===== src/rtl/sclkdiv_pkg.sv =====
`timescale 1ns/1ps
package sclkdiv_pkg;

   // Division law selected by the channel configuration bit.
   typedef enum logic {
      DIV_POW2   = 1'b0,
      DIV_LINEAR = 1'b1
   } div_mode_e;

endpackage


===== src/rtl/sclkdiv_ratio_dec.sv =====
`timescale 1ns/1ps
module sclkdiv_ratio_dec
   import sclkdiv_pkg::*;
#(
   parameter int CODE_W  = 4,
   parameter int EXT_W   = 8,
   parameter int RAT_W   = 16,
   parameter bit GRAN_EN = 1'b1
) (
   input  div_mode_e          mode_i,
   input  logic [CODE_W-1:0]  code_i,
   input  logic [EXT_W-1:0]   ext_i,
   output logic [RAT_W-1:0]   ratio_o
);

   localparam int LIN_W = CODE_W + EXT_W;

   logic [RAT_W-1:0] pow_ratio;

   // Exponential law: a single bit at position code_i.
   assign pow_ratio = RAT_W'(1) << code_i;

   generate
      if (GRAN_EN) begin : g_dual
         logic [LIN_W-1:0] lin_raw;
         logic [RAT_W-1:0] lin_ratio;

         // Extension byte forms the high part, code the low nibble.
         assign lin_raw   = {ext_i, code_i};
         assign lin_ratio = (lin_raw == '0) ? RAT_W'(1) : RAT_W'(lin_raw);

         always_comb begin
            if (mode_i == DIV_LINEAR) ratio_o = lin_ratio;
            else                      ratio_o = pow_ratio;
         end
      end else begin : g_pow_only
         logic unused_lin;
         assign unused_lin = ^{mode_i, ext_i};
         assign ratio_o    = pow_ratio;
      end
   endgenerate

endmodule


===== src/rtl/sclkdiv_shadow.sv =====
`timescale 1ns/1ps
module sclkdiv_shadow #(
   parameter int RAT_W = 16
) (
   input  logic             clk,
   input  logic             rst_n,
   input  logic             en_i,
   input  logic             commit_i,
   input  logic [RAT_W-1:0] ratio_d_i,
   output logic [RAT_W-1:0] ratio_q_o
);

   // Idle channel: follow the settings; running channel: only on commit.
   always_ff @(posedge clk or negedge rst_n) begin
      if (!rst_n) begin
         ratio_q_o <= RAT_W'(1);
      end else if (!en_i || commit_i) begin
         ratio_q_o <= ratio_d_i;
      end
   end

endmodule


===== src/rtl/sclkdiv_phase_cnt.sv =====
`timescale 1ns/1ps
module sclkdiv_phase_cnt #(
   parameter int RAT_W = 16
) (
   input  logic             clk,
   input  logic             rst_n,
   input  logic             en_i,
   input  logic [RAT_W-1:0] ratio_i,
   input  logic             idle_pol_i,
   output logic             tick_o,
   output logic             level_o
);

   logic [RAT_W-1:0] cnt_q;
   logic [RAT_W-1:0] last_cnt;
   logic [RAT_W-1:0] half_cnt;
   logic             active_ph;

   assign last_cnt  = ratio_i - RAT_W'(1);
   assign half_cnt  = ratio_i >> 1;
   assign tick_o    = en_i && (cnt_q == last_cnt);
   assign active_ph = en_i && (cnt_q < half_cnt);
   assign level_o   = idle_pol_i ^ active_ph;

   always_ff @(posedge clk or negedge rst_n) begin
      if (!rst_n) begin
         cnt_q <= '0;
      end else if (!en_i || tick_o) begin
         cnt_q <= '0;
      end else begin
         cnt_q <= cnt_q + RAT_W'(1);
      end
   end

   AST_CNT_IN_RANGE: assert property (@(posedge clk) disable iff (!rst_n)
      cnt_q < ratio_i) else $error("counter beyond ratio");

   AST_IDLE_ZERO: assert property (@(posedge clk) disable iff (!rst_n)
      !$past(en_i) |-> cnt_q == '0) else $error("counter not parked");

   AST_TICK_WRAP: assert property (@(posedge clk) disable iff (!rst_n)
      tick_o |=> cnt_q == '0) else $error("no wrap after tick");

endmodule


===== src/rtl/sclk_divider.sv =====
`timescale 1ns/1ps
module sclk_divider
   import sclkdiv_pkg::*;
#(
   parameter int CODE_W  = 4,
   parameter int EXT_W   = 8,
   parameter bit GRAN_EN = 1'b1
) (
   input  logic              clk,
   input  logic              rst_n,
   input  logic              chan_en,
   input  logic              gran_mode,
   input  logic [CODE_W-1:0] div_code,
   input  logic [EXT_W-1:0]  div_ext,
   input  logic              word_end,
   input  logic              idle_pol,
   output logic              sclk_tick,
   output logic              sclk_level
);

   localparam int POW_W = 1 << CODE_W;
   localparam int LIN_W = CODE_W + EXT_W;
   localparam int RAT_W = (POW_W > LIN_W) ? POW_W : LIN_W;

   generate
      if (CODE_W < 1 || CODE_W > 5) begin : g_bad_code
         $error("CODE_W must lie in 1..5");
      end
      if (EXT_W < 1) begin : g_bad_ext
         $error("EXT_W must be at least 1");
      end
   endgenerate

   logic [RAT_W-1:0] ratio_d;
   logic [RAT_W-1:0] ratio_q;
   logic             commit;

   sclkdiv_ratio_dec #(
      .CODE_W (CODE_W),
      .EXT_W  (EXT_W),
      .RAT_W  (RAT_W),
      .GRAN_EN(GRAN_EN)
   ) dec_i (
      .mode_i (div_mode_e'(gran_mode)),
      .code_i (div_code),
      .ext_i  (div_ext),
      .ratio_o(ratio_d)
   );

   // Reload only where a period closes a word.
   assign commit = sclk_tick && word_end;

   sclkdiv_shadow #(
      .RAT_W(RAT_W)
   ) shadow_i (
      .clk      (clk),
      .rst_n    (rst_n),
      .en_i     (chan_en),
      .commit_i (commit),
      .ratio_d_i(ratio_d),
      .ratio_q_o(ratio_q)
   );

   sclkdiv_phase_cnt #(
      .RAT_W(RAT_W)
   ) cnt_i (
      .clk       (clk),
      .rst_n     (rst_n),
      .en_i      (chan_en),
      .ratio_i   (ratio_q),
      .idle_pol_i(idle_pol),
      .tick_o    (sclk_tick),
      .level_o   (sclk_level)
   );

   AST_RATIO_NONZERO: assert property (@(posedge clk) disable iff (!rst_n)
      ratio_q != '0) else $error("zero ratio held");

   AST_RATIO_STABLE: assert property (@(posedge clk) disable iff (!rst_n)
      (chan_en && $past(chan_en) && !$past(commit)) |-> ratio_q == $past(ratio_q))
      else $error("ratio moved mid word");

   AST_POW2_SINGLE: assert property (@(posedge clk) disable iff (!rst_n)
      !gran_mode |-> $countones(ratio_d) == 1) else $error("bad power ratio");

   AST_TICK_SPACED: assert property (@(posedge clk) disable iff (!rst_n)
      (sclk_tick && !word_end && ratio_q > 1) |=> !sclk_tick)
      else $error("back-to-back ticks");

endmodule


===== config.mk =====
export PLATFORM = sky130hd
export DESIGN_NAME = sclk_divider
export DESIGN_NICKNAME = d
export VERILOG_FILES = /design/src/rtl/sclkdiv_pkg.sv /design/src/rtl/sclkdiv_ratio_dec.sv /design/src/rtl/sclkdiv_shadow.sv /design/src/rtl/sclkdiv_phase_cnt.sv /design/src/rtl/sclk_divider.sv
export SDC_FILE = /design/constraint.sdc
export NUM_CORES = 1
export LEC_CHECK = 0
export ABC_AREA = 1
export CAP_MARGIN = 15
export CORE_UTILIZATION = 60
export DETAILED_ROUTE_END_ITERATION = 7
export GPL_TIMING_DRIVEN = 0
export MAX_ROUTING_LAYER = met4
export PLACE_DENSITY = 0.89
export RECOVER_POWER = 100
export SLEW_MARGIN = 10
export SYNTH_ARGS = -nofsm -noshare
export SYNTH_HDL_FRONTEND = slang
export SYNTH_SLANG_ARGS = --single-unit

===== constraint.sdc =====
create_clock -name clk -period 2.7 [get_ports clk]
set_input_delay 0.54 -clock clk [delete_from_list [all_inputs] [get_ports clk]]
set_output_delay 0.54 -clock clk [all_outputs]
set_load 0.01 [all_outputs]

==> results.yml <==
outcome:
  run_status: "finished with violations"
  violations: "max-capacitance violations, max-slew violations, negative setup slack"
synth:
  yosysTopAreaCellShare_pct: 26.7
  yosys-top-cells-count: "122 x nand2_1, 57 x inv_1, 48 x nand3_1"
  synth_area_sq_mm: 0.00291
  synth_flop_cell: "dfrtp_1"
  postSynthAreaPerCell_sq_um: 6.59
  ys_types: 37
  synth_warnings: 0
  synthTopCellsByArea: "dfrtp_1 27%, nand2_1 16%, nand3_1 8.3%"
  synth_nets: 475
  yosysTopAreaCell: "dfrtp_1"
  async_flop_share_pct: 100
  synth_seq_cells: 32
  synth_seq_area_share_pct: 27.6
  synth_edf_count: 0
  yosysMostFrequentCell: "nand2_1"
  synth_cells: 441
sta:
  skew_ns: 0.00936
  relSlewSlack_pct: -12.3
  hold_slack_ns: 0.553
  fin_crit_ns: 2.71
  tightest_slew_ns: 1.68
  setup_viol: 1
  fin_setup_tns_ns: -0.00967
  fmax_mhz: 369
  grt_setup_unrepaired: "yes"
  period_share_pct: 100
  final-max-slew-violation-count: 33
  hold_viol_final: 0
  setup_slack_ns: -0.00967
clock_tree:
  numCtsBuffers: 5
  cts_sinks: 32
  htree_levels: 2
  clk_pin_slew_ns: 0.07
  cts_hold_buf: 0
  cts_tree: "built"
  clk_latency_ns: 0.29
  clk_path_buf_depth: 2
  ctsRootBufferMaster: "clkbuf_8"
worst_setup_path:
  cp_slowest_cell: "dfstp_2"
  worst-path-buf-inv: 2
  end_kind: "output port"
  worstSetupPathDepth: 11
  path_max_fanout: 4
  cp_top_family: "flip-flops"
  critPathMaxStageDelay_ns: 0.60
  crit_type: "reg2out"
  regToRegSetupSlack_ns: 0.14
  worstPathRequired_ns: 2.16
  r2r-end: "cnt_i.cnt_q[9]"
  reg2reg_from: "shadow_i.ratio_q_o[4]"
  cp.arrival_ns: 2.17
  r2r_cells: 12
  critPathLaunchType: "register"
  worstPathCellList: "inv_4, ha_4, nand2_4, nand2_1, xor2_1, a21oi_1, nand3_1, nor2_1, nand4_1, nor3_1, buf_2"
die:
  die_h_microns: 71.6
  dieArea_sq_mm: 0.00513
  die_w_microns: 71.6
  core_sq_mm: 0.00450
  ioPinCount: 20
  num_rows: 24
  start_util_pct: 64.6
hold_path:
  hp-start: "cnt_i.cnt_q[0]"
  whs_endpoint: "cnt_i.cnt_q[0]"
  hold_depth: 1
  hold_path_class: "reg2reg"
route:
  totalWireLength_mm: 7.56
  drtIter0Drc: 304
  viasPerCell: 5.71
  drtAntennaViolNets: 0
  drc: 0
  first_pass_iters: 5
  num_vias: 2981
  wire_per_inst_microns: 14.5
finish:
  final_layout_size_suffix_gt1_share_pct: 10.9
  stdcell_count: 522
  diodes: 0
  area_growth_pct: 14.5
  final_nets: 503
grt:
  grtUsageMet2_pct: 53.1
  gr-usage-met1_pct: 41.0
  first_global_vias: 2864
  grt_pass1_wl_mm: 12.7
  top_usage_layer: "met2"
  antenna_found_initial: 0
  grt_max_degree: 33
  overflow: 0
  track_usage_pct: 33.2
  use_met3_pct: 5.20
placed_design:
  dp.cells: 511
  dp_hpwl_mm: 5.82
  gp_congestion: 0.943
  portBuffers: 18
pwr:
  pwr_density_cell_mw_per_mm2: 442
  total_power_mw: 1.47
  ir_drop_v: 0.000398
  power.leakage_nw: 1.64
flow_run:
  maxCapViolations: 1
-- stage by stage --
stage / setup slack, ns / utilization, % / instance area (sq um)
after floorplan: 0.368 / - / 2910
final: -0.00967 / 73.9 / 3330
after CTS: 0.0185 / 73.4 / 3300
after global routing: -0.140 / 73.9 / 3330
after global placement: -0.187 / 70.0 / 3150
after detailed placement: -0.247 / 69.9 / 3150
-- what timing repair did --
item	in CTS	in global routing
gates resized for setup	17	8
endpoints found under the setup margin	2	2
endpoints found under the hold margin	0	0
buffers inserted	1	2
pin swaps	2	2
-- kinds of logic after synthesis --
logic type	Yosys count	synth area share (%)
DFF	32	27.6
and+or+nand+nor	271	43.2
AOI/OAI and AO/OA	31	5.85
adders and majority gates	16	6.88
xor gates and xnor gates	25	7.53
buffers and inverters	66	8.95
-- state kept, by name, indices dropped and copies added (netlist names) --
signal              count
shadow_i.ratio_q_o     16
cnt_i.cnt_q            16
-- area by class of cell --
type | count | area (sq um)
buffer | 8 | 42.5
multi-input combinational | 343 | 1880
sequential | 32 | 811
tap | 52 | 65.1
timing repair buffer | 21 | 186
fill | 371 | 1170
clock inverter | 1 | 30.0
clock buffer | 7 | 96.3
inverter | 58 | 220
-- how the worst max path moves through the flow --
| stage | start | to | slack [ns] |
|---|---|---|---|
| 2_1_floorplan | shadow_i.ratio_q_o[0] | sclk_tick | 0.37 |
| 3_3_place_gp | shadow_i.ratio_q_o[0] | sclk_tick | -0.19 |
| 3_5_place_dp | shadow_i.ratio_q_o[0] | sclk_tick | -0.25 |
| 4_1_cts | shadow_i.ratio_q_o[0] | sclk_tick | 0.02 |
| 5_1_grt | shadow_i.ratio_q_o[0] | sclk_tick | -0.14 |
| 6_report | shadow_i.ratio_q_o[0] | sclk_tick | -0.01 |
-- worst reg2reg max path, stage by stage (launching register included) --
cell and delay (ns):
dfrtp_1 0.38, buf_4 0.15, nor2_1 0.21, nand2_1 0.14, o21ai_1 0.22, nand2_1 0.10, nand2_2 0.10, nand3_1 0.07
nor2_1 0.09, nand4_1 0.09, nor2_1 0.46, buf_2 0.33, nor3_1 0.08
-- placed cells by master (no fill, tap or decap), drive strengths merged --
cell / netlist / final
nand2: 127 / 127
nor2: 49 / 49
ha: 16 / 16
nor4: 3 / 3
nor3: 24 / 24
a31oi: 1 / 1
dfstp: 1 / 1
nor3b: 1 / 1
and3: 1 / 1
dfrtp: 31 / 31
clkdlybuf4s50: 0 / 15
clkinv: 1 / 1
o21ai: 15 / 15
buf: 5 / 9
clkbuf: 3 / 12
o22ai: 2 / 2
a21boi: 1 / 1
nand3b: 1 / 1
bufinv: 0 / 1
or2: 2 / 2
a21oi: 9 / 9
inv: 57 / 57
xnor2: 7 / 7
o31a: 1 / 1
nand4: 11 / 11
o211ai: 2 / 2
nand3: 52 / 52
xor2: 18 / 18
-- routing by layer --
metal	wire, microns	vias up	part of all wire (%)
met1	3240	1365	43
met3	431	21	5.7
met4	235	0	3.1
met2	3650	111	48
met5	0	-	0
li1	-	1484	-
-- power breakdown --
group          leakage (nW)  switching [mW]  internal, mW
registers             0.420          0.0376         0.503
clock network        0.0645           0.180         0.325
logic                  1.15           0.264         0.162
Power figures use the tool's default switching activity.
